## config.mk

```make
export PLATFORM = sky130hd
export DESIGN_NAME = ofe_estimator
export DESIGN_NICKNAME = d
export VERILOG_FILES = /design/src/rtl/ofe_pkg.sv /design/src/rtl/ofe_coef_bank.sv /design/src/rtl/ofe_mac.sv /design/src/rtl/ofe_divider.sv /design/src/rtl/ofe_estimator.sv
export SDC_FILE = /design/constraint.sdc
export NUM_CORES = 2
export LEC_CHECK = 0
export ABC_CLOCK_PERIOD_IN_PS = 32200
export BUFFER_PORTS_ARGS = -buffer_cell sky130_fd_sc_hd__clkbuf_2
export CAP_MARGIN = 20
export CORE_MARGIN = 2
export CORE_UTILIZATION = 45
export CTS_CLUSTER_SIZE = 24
export DETAILED_ROUTE_END_ITERATION = 7
export GPL_TIMING_DRIVEN = 0
export PLACE_DENSITY_LB_ADDON = 0.3
export SYNTH_ARGS = -nofsm -noshare
export SYNTH_HDL_FRONTEND = slang
export SYNTH_SLANG_ARGS = --single-unit
```

## constraint.sdc

```tcl
create_clock -name clk -period 32.2 [get_ports clk]
set_input_delay 8.05 -clock clk [delete_from_list [all_inputs] [get_ports clk]]
set_output_delay 8.05 -clock clk [all_outputs]
set_load 0.02 [all_outputs]
```

## src/rtl/ofe_pkg.sv

```systemverilog
package ofe_pkg;
   typedef enum int {LANE_AMP = 0, LANE_TIME = 1} lane_e;
   localparam int LANES = 2;

   // Q1.15 weights, tap 0 in the least significant 16 bits
   localparam logic [79:0] AMP_Q15_DEF =
      {16'd9175, 16'd10158, 16'd13107, 16'd11141, 16'd5571};
   localparam logic [79:0] TIME_Q15_DEF =
      {16'd59310, 16'd2294, 16'd24576, 16'd15401, 16'd40960};
endpackage

```

## src/rtl/ofe_coef_bank.sv

```systemverilog
module ofe_coef_bank #(
   parameter int TAPS     = 5,
   parameter int COEF_W   = 16,
   parameter int SAMPLE_W = 12,
   parameter int ADDR_W   = 4,
   parameter logic [TAPS*COEF_W-1:0] AMP_INIT  = '0,
   parameter logic [TAPS*COEF_W-1:0] TIME_INIT = '0
) (
   input  logic                     clk,
   input  logic                     rst,
   input  logic                     we,
   input  logic [ADDR_W-1:0]        addr,
   input  logic [COEF_W-1:0]        wdata,
   output logic [TAPS*COEF_W-1:0]   amp_flat,
   output logic [TAPS*COEF_W-1:0]   time_flat,
   output logic [SAMPLE_W-1:0]      ped
);
   localparam logic [ADDR_W-1:0] PED_ADDR = ADDR_W'(2*TAPS);

   for (genvar t = 0; t < TAPS; t++) begin : g_tap
      logic [COEF_W-1:0] amp_r, time_r;
      always_ff @(posedge clk) begin
         if (rst)
            amp_r <= AMP_INIT[t*COEF_W +: COEF_W];
         else if (we && addr == ADDR_W'(t))
            amp_r <= wdata;
      end
      always_ff @(posedge clk) begin
         if (rst)
            time_r <= TIME_INIT[t*COEF_W +: COEF_W];
         else if (we && addr == ADDR_W'(TAPS + t))
            time_r <= wdata;
      end
      assign amp_flat[t*COEF_W +: COEF_W]  = amp_r;
      assign time_flat[t*COEF_W +: COEF_W] = time_r;
   end

   always_ff @(posedge clk) begin
      if (rst)
         ped <= '0;
      else if (we && addr == PED_ADDR)
         ped <= wdata[SAMPLE_W-1:0];
   end
endmodule

```

## src/rtl/ofe_mac.sv

```systemverilog
module ofe_mac #(
   parameter int TAPS     = 5,
   parameter int SAMPLE_W = 12,
   parameter int COEF_W   = 16,
   parameter int ACC_W    = 32,
   parameter int OUT_W    = 16,
   parameter int IDX_W    = 3
) (
   input  logic                         clk,
   input  logic                         rst,
   input  logic                         take,
   input  logic                         first,
   input  logic [IDX_W-1:0]             idx,
   input  logic [SAMPLE_W-1:0]          sample,
   input  logic [SAMPLE_W-1:0]          ped,
   input  logic [TAPS*COEF_W-1:0]       coefs,
   output logic signed [ACC_W-1:0]      sum_nxt,
   output logic signed [OUT_W-1:0]      rnd
);
   localparam int PROD_W = SAMPLE_W + 1 + COEF_W;
   localparam int FRAC   = COEF_W - 1;
   localparam logic signed [ACC_W:0] HALF = (ACC_W+1)'(1) <<< (FRAC - 1);
   localparam logic signed [ACC_W:0] MAXV = (ACC_W+1)'((2**(OUT_W-1)) - 1);
   localparam logic signed [ACC_W:0] MINV = -((ACC_W+1)'(2**(OUT_W-1)));

   logic signed [ACC_W-1:0]  acc_r;
   logic signed [COEF_W-1:0] coef;
   logic signed [SAMPLE_W:0] diff;
   logic signed [PROD_W-1:0] prod;
   logic signed [ACC_W:0]    biased, scaled;

   assign coef    = coefs[idx*COEF_W +: COEF_W];
   assign diff    = $signed({1'b0, sample}) - $signed({1'b0, ped});
   assign prod    = diff * coef;
   assign sum_nxt = (first ? '0 : acc_r) +
                    {{(ACC_W-PROD_W){prod[PROD_W-1]}}, prod};

   // round half up on the full-precision sum, then clamp
   assign biased = {sum_nxt[ACC_W-1], sum_nxt} + HALF;
   assign scaled = biased >>> FRAC;

   always_comb begin
      if (scaled > MAXV)      rnd = MAXV[OUT_W-1:0];
      else if (scaled < MINV) rnd = MINV[OUT_W-1:0];
      else                    rnd = scaled[OUT_W-1:0];
   end

   always_ff @(posedge clk) begin
      if (rst)       acc_r <= '0;
      else if (take) acc_r <= sum_nxt;
   end
endmodule

```

## src/rtl/ofe_divider.sv

```systemverilog
module ofe_divider #(
   parameter int ACC_W = 32,
   parameter int TF    = 8,
   parameter int OUT_W = 16
) (
   input  logic                     clk,
   input  logic                     rst,
   input  logic                     start,
   input  logic signed [ACC_W-1:0]  num,
   input  logic signed [ACC_W-1:0]  den,
   output logic                     busy,
   output logic                     fin,
   output logic signed [OUT_W-1:0]  quo
);
   localparam int DIVD_W = ACC_W + TF + 2;
   localparam int REM_W  = ACC_W + 1;
   localparam int CNT_W  = $clog2(DIVD_W + 1);
   localparam logic [DIVD_W-1:0] POS_LIM = DIVD_W'((2**(OUT_W-1)) - 1);
   localparam logic [DIVD_W-1:0] NEG_LIM = DIVD_W'(2**(OUT_W-1));

   logic [DIVD_W-1:0] quo_r, quo_n, dvd_init;
   logic [REM_W-1:0]  rem_r, rem_n, dvs_r, dvs_init, sh;
   logic [CNT_W-1:0]  cnt_r;
   logic              busy_r, neg_r, ge;
   logic signed [ACC_W:0] num_x;
   logic [ACC_W:0]        mag;

   assign num_x    = {num[ACC_W-1], num};
   assign mag      = num_x[ACC_W] ? $unsigned(-num_x) : $unsigned(num_x);
   // dividend 2|T|*2^TF + A over divisor 2A gives a rounded quotient
   assign dvd_init = (DIVD_W'(mag) << (TF + 1)) + DIVD_W'($unsigned(den));
   assign dvs_init = REM_W'($unsigned(den)) << 1;

   assign sh    = {rem_r[REM_W-2:0], quo_r[DIVD_W-1]};
   assign ge    = (sh >= dvs_r);
   assign rem_n = ge ? (sh - dvs_r) : sh;
   assign quo_n = {quo_r[DIVD_W-2:0], ge};

   always_ff @(posedge clk) begin
      if (rst) begin
         busy_r <= 1'b0;
         cnt_r  <= '0;
         quo_r  <= '0;
         rem_r  <= '0;
         dvs_r  <= '0;
         neg_r  <= 1'b0;
      end else if (start && !busy_r) begin
         busy_r <= 1'b1;
         cnt_r  <= CNT_W'(DIVD_W);
         quo_r  <= dvd_init;
         rem_r  <= '0;
         dvs_r  <= dvs_init;
         neg_r  <= num[ACC_W-1];
      end else if (busy_r) begin
         quo_r <= quo_n;
         rem_r <= rem_n;
         cnt_r <= cnt_r - CNT_W'(1);
         if (cnt_r == CNT_W'(1)) busy_r <= 1'b0;
      end
   end

   assign busy = busy_r;
   assign fin  = busy_r && (cnt_r == CNT_W'(1));

   always_comb begin
      if (!neg_r)
         quo = (quo_n > POS_LIM) ? POS_LIM[OUT_W-1:0] : quo_n[OUT_W-1:0];
      else if (quo_n >= NEG_LIM)
         quo = {1'b1, {(OUT_W-1){1'b0}}};
      else
         quo = OUT_W'(0) - quo_n[OUT_W-1:0];
   end
endmodule

```

## src/rtl/ofe_estimator.sv

```systemverilog
module ofe_estimator #(
   parameter int TAPS     = 5,
   parameter int SAMPLE_W = 12,
   parameter int COEF_W   = 16,
   parameter int ACC_W    = 32,
   parameter int OUT_W    = 16,
   parameter int TF       = 8,
   parameter int ADDR_W   = $clog2(2*TAPS + 1),
   parameter logic [TAPS*COEF_W-1:0] AMP_INIT  = ofe_pkg::AMP_Q15_DEF,
   parameter logic [TAPS*COEF_W-1:0] TIME_INIT = ofe_pkg::TIME_Q15_DEF
) (
   input  logic                     clk,
   input  logic                     rst,
   input  logic                     in_valid,
   input  logic                     in_start,
   input  logic [SAMPLE_W-1:0]      in_sample,
   input  logic                     cfg_we,
   input  logic [ADDR_W-1:0]        cfg_addr,
   input  logic [COEF_W-1:0]        cfg_wdata,
   output logic                     busy,
   output logic                     amp_valid,
   output logic signed [OUT_W-1:0]  amp_out,
   output logic signed [OUT_W-1:0]  at_out,
   output logic                     time_valid,
   output logic                     time_bad,
   output logic signed [OUT_W-1:0]  time_out
);
   import ofe_pkg::*;

   localparam int IDX_W = (TAPS > 1) ? $clog2(TAPS) : 1;

   if (ACC_W < SAMPLE_W + COEF_W + 1 + $clog2(TAPS)) begin : g_chk_acc
      $error("ACC_W too narrow for the weighted sum");
   end
   if (SAMPLE_W > COEF_W) begin : g_chk_ped
      $error("pedestal must fit in the write data");
   end
   if (OUT_W > 31 || OUT_W < 2) begin : g_chk_out
      $error("OUT_W out of range");
   end
   if (ADDR_W < $clog2(2*TAPS + 1)) begin : g_chk_addr
      $error("ADDR_W cannot reach every register");
   end

   logic [TAPS*COEF_W-1:0] coef_flat [LANES];
   logic [SAMPLE_W-1:0]    ped;
   logic signed [ACC_W-1:0] sum_nxt [LANES];
   logic signed [OUT_W-1:0] rnd     [LANES];

   ofe_coef_bank #(
      .TAPS(TAPS), .COEF_W(COEF_W), .SAMPLE_W(SAMPLE_W), .ADDR_W(ADDR_W),
      .AMP_INIT(AMP_INIT), .TIME_INIT(TIME_INIT)
   ) u_bank (
      .clk(clk), .rst(rst), .we(cfg_we), .addr(cfg_addr), .wdata(cfg_wdata),
      .amp_flat(coef_flat[LANE_AMP]), .time_flat(coef_flat[LANE_TIME]),
      .ped(ped)
   );

   // window sequencing
   logic             open_r, div_busy, div_fin, accept, take, last, div_go;
   logic [IDX_W-1:0] cnt_r, idx;
   logic signed [OUT_W-1:0] div_q;

   assign accept = in_valid && !div_busy;
   assign take   = accept && (in_start || open_r);
   assign idx    = in_start ? '0 : cnt_r;
   assign last   = take && (idx == IDX_W'(TAPS - 1));

   always_ff @(posedge clk) begin
      if (rst) begin
         open_r <= 1'b0;
         cnt_r  <= '0;
      end else if (take) begin
         open_r <= !last;
         cnt_r  <= last ? '0 : idx + IDX_W'(1);
      end
   end

   for (genvar l = 0; l < LANES; l++) begin : g_lane
      ofe_mac #(
         .TAPS(TAPS), .SAMPLE_W(SAMPLE_W), .COEF_W(COEF_W),
         .ACC_W(ACC_W), .OUT_W(OUT_W), .IDX_W(IDX_W)
      ) u_mac (
         .clk(clk), .rst(rst), .take(take), .first(in_start), .idx(idx),
         .sample(in_sample), .ped(ped), .coefs(coef_flat[l]),
         .sum_nxt(sum_nxt[l]), .rnd(rnd[l])
      );
   end

   assign div_go = last && (sum_nxt[LANE_AMP] > 0);

   ofe_divider #(.ACC_W(ACC_W), .TF(TF), .OUT_W(OUT_W)) u_div (
      .clk(clk), .rst(rst), .start(div_go),
      .num(sum_nxt[LANE_TIME]), .den(sum_nxt[LANE_AMP]),
      .busy(div_busy), .fin(div_fin), .quo(div_q)
   );

   always_ff @(posedge clk) begin
      if (rst) begin
         amp_valid  <= 1'b0;
         amp_out    <= '0;
         at_out     <= '0;
         time_valid <= 1'b0;
         time_bad   <= 1'b0;
         time_out   <= '0;
      end else begin
         amp_valid  <= 1'b0;
         time_valid <= 1'b0;
         time_bad   <= 1'b0;
         if (last) begin
            amp_valid <= 1'b1;
            amp_out   <= rnd[LANE_AMP];
            at_out    <= rnd[LANE_TIME];
            if (!(sum_nxt[LANE_AMP] > 0)) begin
               time_valid <= 1'b1;
               time_bad   <= 1'b1;
               time_out   <= '0;
            end
         end
         if (div_fin) begin
            time_valid <= 1'b1;
            time_out   <= div_q;
         end
      end
   end

   assign busy = div_busy;
endmodule

```

# == Yosys cells after proc, flatten, opt, wreduce, memory -nomap -nowiden ==
# Index checks and enable logic that the tools add are counted.
# totals
register_bits,405
out_inout_bits,52
# classes
n_addsub,11
multipliers,2
order_cmp,8
n_eq_ne,13
shifts,2
muxes,27
reduce_logical,25
# op_table
operator,n
$mux 16,10
$shiftx 80x8->16,2
$mux 32,3
$mux 42,2
$add 32x16->33 const B,2
$add 32x32->32,2
$mul 13x16->29,2
$add 42x32->42,1
$ge 42x16->1 const B,1
$gt 42x15->1 const B,1
$gt 18x16->1 const B,2
$lt 18x16->1 const B,2
$ge 33x33->1,1
$mux 33,1
$neg 32->33,1
$gt 32x1->1 const B,1
$sub 32x32->32,1
$logic_and 1x1->1,17
$eq 4x3->1 const B,4
$sub 1x16->16 const A,1
$sub 12x12->13,1
$eq 4x4->1 const B,3
$mux 6,2
$eq 4x2->1 const B,2
14 further kinds,23

# == Depth between registers and ports, before layout ==
# logic_depth
word_depth,8
mapped_depth,64
ltp_nobuf,61

# == Hierarchy ==
# A second synthesis with hierarchy kept.
# hier_totals
hier_cells,5073
hier_area_um2,42268.0
# by_module_without_submodules
mod,n_inst,cells_per_inst,area_each_um2
ofe_mac at g_lane[0].u_mac,1,1465,12194.2
ofe_mac at g_lane[1].u_mac,1,1433,12161.7
ofe_divider,1,1227,9013.6
ofe_coef_bank,1,684,6642.6
ofe_estimator,1,264,2255.9

# == Worst setup path after synthesis ==
# Ideal clock, no wire load.
# synth_timing
path_kind,input port to flip-flop
from,in in_sample[0]
to,reg u_div.quo_r[35]
setup_ns,0.115
t_arrival_ns,20.529
required_time_ns,32.085
path_slack_ns,11.556
stages,57
n_path_buf,3
cell_sequence,inv_1 ha_1 fa_1 nor2b_1 o21ai_0 nand2b_1 a21o_1 a21o_1 a21o_1 a21o_1 a21o_1 a21o_1 xor2_1 clkbuf_1 nand2_1 fa_1 fa_1 inv_1 [... 21 more ...] buf_2 buf_1 a21oi_1 fa_1 a21o_1 a21oi_1 o21bai_1 a21o_1 a21o_1 nand2_1 a31oi_1 nand3_1 nand2_1 maj3_1 a211o_1 nand3b_1 xnor2_1 a2111oi_0
# synth_between
elab_chain_len,7
# synth_lines
item,line_no,rtl
"start, declared",ofe_estimator.sv:16,"input logic [SAMPLE_W-1:0] in_sample,"
$sub 12x12->13 (*),ofe_mac.sv:33,"assign diff = $signed({1'b0, sample}) - $signed({1'b0, ped});"
$mul 13x16->29,ofe_mac.sv:34,assign prod = diff * coef;
$add 32x32->32,ofe_mac.sv:35,assign sum_nxt = (first ? '0 : acc_r) +
$neg 32->33 or $gt 32x1->1 (tied branches),"ofe_divider.sv:29, ofe_estimator.sv:90",
$mux 33 or $logic_and 1x1->1 (tied branches),"ofe_divider.sv:29, ofe_estimator.sv:90",
$add 42x32->42 or $logic_and 1x1->1 (tied branches),"ofe_divider.sv:31, ofe_divider.sv:47",
$mux 42 or $reduce_bool 2->1 (tied branches),--,
"end signal, assigned",ofe_divider.sv:50,quo_r <= dvd_init;
"end signal, assigned",ofe_divider.sv:55,quo_r <= quo_n;
"end, declared",ofe_divider.sv:21,"logic [DIVD_W-1:0] quo_r, quo_n, dvd_init;"
# Mark *: on every way between the ends. The rest lies on a longest branch, timed or not.
# A chain may end at the register's enable or synchronous reset.

# == Final worst setup path ==
# layout_timing
from,in in_start
to,reg u_div.quo_r[35]
# layout_between
elab_chain_len,8
# layout_lines
item,line_no,rtl
"start, declared",ofe_estimator.sv:15,"input logic in_start,"
$mux 3,ofe_estimator.sv:66,assign idx = in_start ? '0 : cnt_r;
$shiftx 80x8->16,ofe_mac.sv:32,assign coef = coefs[idx*COEF_W +: COEF_W];
$mul 13x16->29,ofe_mac.sv:34,
$add 32x32->32,ofe_mac.sv:35,
$neg 32->33 or $gt 32x1->1 (tied branches),"ofe_divider.sv:29, ofe_estimator.sv:90",
$mux 33 or $logic_and 1x1->1 (tied branches),"ofe_divider.sv:29, ofe_estimator.sv:90",
$add 42x32->42 or $logic_and 1x1->1 (tied branches),"ofe_divider.sv:31, ofe_divider.sv:47",
$mux 42 or $reduce_bool 2->1 (tied branches),--,
# Several ways; a longest one is shown, not always the timed one.

==> results.py <==
metrics = {
    "status": {
        "status": "finished clean",
    },
    "timing": {
        "final_slew_viol_count": 0,
        "final_min_period_over_clock_period": 0.738,
        "rsz0062_at_grt": "no",
        "worstMarginPinSlew_ns": 1.29,
        "setup_tns_ns": 0,
        "period_needed_ns": 23.76,
        "max_slew_margin": 0.128,
        "fmax_mhz": 42.1,
        "timing.final.hold_violations": 0,
        "final_worst_clock_skew_ns": 0.0652,
        "setup_viol": 0,
    },
    "route": {
        "drt.antenna.violating_nets": 0,
        "drc": 0,
        "initialDrtViolationCount": 3866,
        "detailed_routing_iterations_pass_1": 6,
        "detail_route.wl_per_cell_um": 20.8,
        "wl_met1_um": 57900,
        "dr_total_vias": 37817,
        "route.met2.wl_um": 58100,
        "top_signal_layer_used": "met4",
        "routed-wl-met3_um": 14200,
        "vias_per_instance": 5.77,
        "drt-total-wl_um": 136000,
    },
    "die": {
        "coreArea_sq_um": 89900,
        "chipWidth_um": 305,
        "die-area_sq_um": 93100,
        "core.rowCount": 110,
        "initial_core_util": 0.454,
        "pin_count": 89,
        "chipHeight_um": 305,
    },
    "clocking": {
        "cts.sink_count": 405,
        "cts_tree": "yes",
        "cts-root-buf": "sky130_fd_sc_hd__clkbuf_16",
        "post-cts-setup-buffers": 0,
        "cts-buffers-inserted": 48,
        "clock_path_buffers": 3,
        "cts_repair_resize_count": 0,
        "cts_hold_buffers": 0,
        "clock_latency_ns": 0.68,
        "cts.reportedPaths.clkPinSlew_ns": 0.06,
        "maximum_level_of_the_cts_h_tree": 2,
    },
    "placed_design": {
        "gpl.final_weighted_congestion": 0.967,
        "portbufs": 83,
        "hpwlAfterDp_um": 109000,
    },
    "final_layout": {
        "count_of_filler_cells_inserted_in_the_layout": 8897,
        "layout-drive-gt1-share": 0.0448,
        "final_common_cell": "sky130_fd_sc_hd__nand2_1",
        "syn_to_final_growth_pct": 9.19,
        "mostFrequentLayoutCells": "876 x sky130_fd_sc_hd__nand2_1, 516 x sky130_fd_sc_hd__inv_1, 479 x sky130_fd_sc_hd__nor2_1, 426 x sky130_fd_sc_hd__a21oi_1, 405 x sky130_fd_sc_hd__dfxtp_1",
        "finish.net_count": 6057,
    },
    "setup_path": {
        "critPathMaxStageDelay_ns": 0.81,
        "worstSetupStartpointType": "input pin",
        "rr_worst_depth": 57,
        "crit_arrival_ns": 24.29,
        "crit_required_ns": 32.74,
        "crit_fanout": 10,
        "critical-path-slowest-cell": "sky130_fd_sc_hd__o21ai_0",
        "cp-end-kind": "flip-flop",
        "criticalPathCategory": "in -> reg",
    },
    "grt": {
        "globalRoute.totalOverflow": 0,
        "gr-usage-all-layers": 0.288,
        "grt_pass1_vias": 35579,
        "grt_first_pass_wirelength_um": 209000,
        "largest_net_degree_at_the_start_of_global_routing": 16,
        "initial_antenna_violation_count": 3,
    },
    "synth": {
        "async_reset_ff_frac": 0,
        "mappedNetlistNets": 5905,
        "synthDominantAreaCellType": "sky130_fd_sc_hd__dfxtp_1",
        "synth-main-ff-cell": "sky130_fd_sc_hd__dfxtp_1",
        "synth_sequential_area_ratio": 0.199,
        "yosysWarningCount": 0,
        "synth.avg_cell_area_sq_um": 7.86,
        "syn-instance-count": 5188,
        "synth_area_sq_um": 40800,
        "synth_top_area_share": 0.199,
        "yosys-top-cells-area": "sky130_fd_sc_hd__dfxtp_1 20%, sky130_fd_sc_hd__fa_1 19%, sky130_fd_sc_hd__ha_1 8.7%, sky130_fd_sc_hd__nand2_1 8.1%, sky130_fd_sc_hd__a21oi_1 5.2%",
        "synth_seq_cells": 405,
        "synth-edff-count": 0,
        "synth_cell_type_count": 91,
    },
    "worst_hold_path": {
        "holdPathStages": 2,
        "hold_class": "reg -> reg",
    },
    "flow_run": {
        "maxCapViolCount": 0,
    },
}
-- per-stage QoR --
stage	setup WS (ns)	hold slack, ns	utilization	instance area, sq um	instances
floorplan	11.56	0.422	-	40800	5188
global placement	8.14	0.436	0.475	42700	6447
detailed placement	8.01	0.441	0.476	42800	6460
CTS	8.68	0.449	0.495	44500	6549
global route	7.28	0.465	0.495	44500	6555
finish	8.44	0.451	0.496	44500	6557
-- cell usage after synthesis (25+ instances only) --
cell type                  instances
sky130_fd_sc_hd__o21ai_0         151
sky130_fd_sc_hd__nor3_1           70
sky130_fd_sc_hd__a211oi_1         62
sky130_fd_sc_hd__xor2_1           56
sky130_fd_sc_hd__a311oi_1         30
sky130_fd_sc_hd__xnor2_1         166
sky130_fd_sc_hd__o211ai_1         27
sky130_fd_sc_hd__nand2b_1         83
sky130_fd_sc_hd__a31oi_1          35
sky130_fd_sc_hd__o21a_1           31
sky130_fd_sc_hd__ha_1            285
sky130_fd_sc_hd__inv_1           516
sky130_fd_sc_hd__nor2_1          479
sky130_fd_sc_hd__nand3_1         112
sky130_fd_sc_hd__nand4_1          25
sky130_fd_sc_hd__nor2b_1         125
sky130_fd_sc_hd__a21o_1           65
sky130_fd_sc_hd__clkbuf_1        263
sky130_fd_sc_hd__a21oi_1         426
sky130_fd_sc_hd__mux2i_1          71
sky130_fd_sc_hd__nand2_1         876
sky130_fd_sc_hd__and2_1           44
sky130_fd_sc_hd__dfxtp_1         405
sky130_fd_sc_hd__fa_1            395
-- final timing paths --
| kind | from | to | slack (ns) |
|---|---|---|---|
| hold / removal | g_lane[1].u_mac.acc_r[24] | g_lane[1].u_mac.acc_r[24] | 0.45 |
| setup reg to reg | cnt_r[0] | u_div.quo_r[35] | 15.76 |
| setup / recovery | in_start | u_div.quo_r[35] | 8.44 |
| hold reg to reg | g_lane[1].u_mac.acc_r[24] | g_lane[1].u_mac.acc_r[24] | 0.45 |
-- state kept, by name, indices dropped and copies added (netlist names), 3 cells and up --
name / flops
g_lane.u_mac.acc_r: 64
u_div.cnt_r: 6
u_div.rem_r: 32
at_out: 16
amp_out: 16
u_bank.ped: 12
cnt_r: 3
u_div.dvs_r: 32
time_out: 16
u_bank.g_tap.time_r: 80
u_div.quo_r: 42
u_bank.g_tap.amp_r: 80
-- critical path: cells and delay by family --
family                   cells  cell delay (ns)
AO/OA/AOI/OAI               22             5.56
adder cells (fa/ha/maj)     10             4.16
buffers and inverters       13             3.96
AND/OR/NAND/NOR             14             2.30
XOR/XNOR                     2             0.20
-- layout make-up --
cell class | instances | area, sq um | share of cell area
diodes | 2 | 5.00 | 0.000112
flip-flops and latches | 405 | 8110 | 0.182
multi-input cells | 3981 | 29700 | 0.667
clock buffers | 61 | 1340 | 0.0301
clock inverters | 28 | 347 | 0.00778
plain buffers | 286 | 1080 | 0.0244
repair buffers | 102 | 558 | 0.0125
well taps | 1176 | 1470 | 0.0330
inverters | 516 | 1940 | 0.0435
-- kinds of logic after synthesis --
group,Yosys count,synth area share
compound gates,1042,0.163
mux,75,0.0191
xor+xnor,223,0.0482
buf+inv,802,0.0741
simple gates,1959,0.215
fa+ha+maj,682,0.282
flops,405,0.199
-- per-layer routing --
layer,vias up,GRT usage
met5,-,0
met4,0,0.121
met3,317,0.0593
met2,1801,0.431
met1,18164,0.404
li1,17535,-
Power is left out: the tool's default activity adds up to more than one toggle a clock period on the data nets, which glitch-free logic cannot reach.
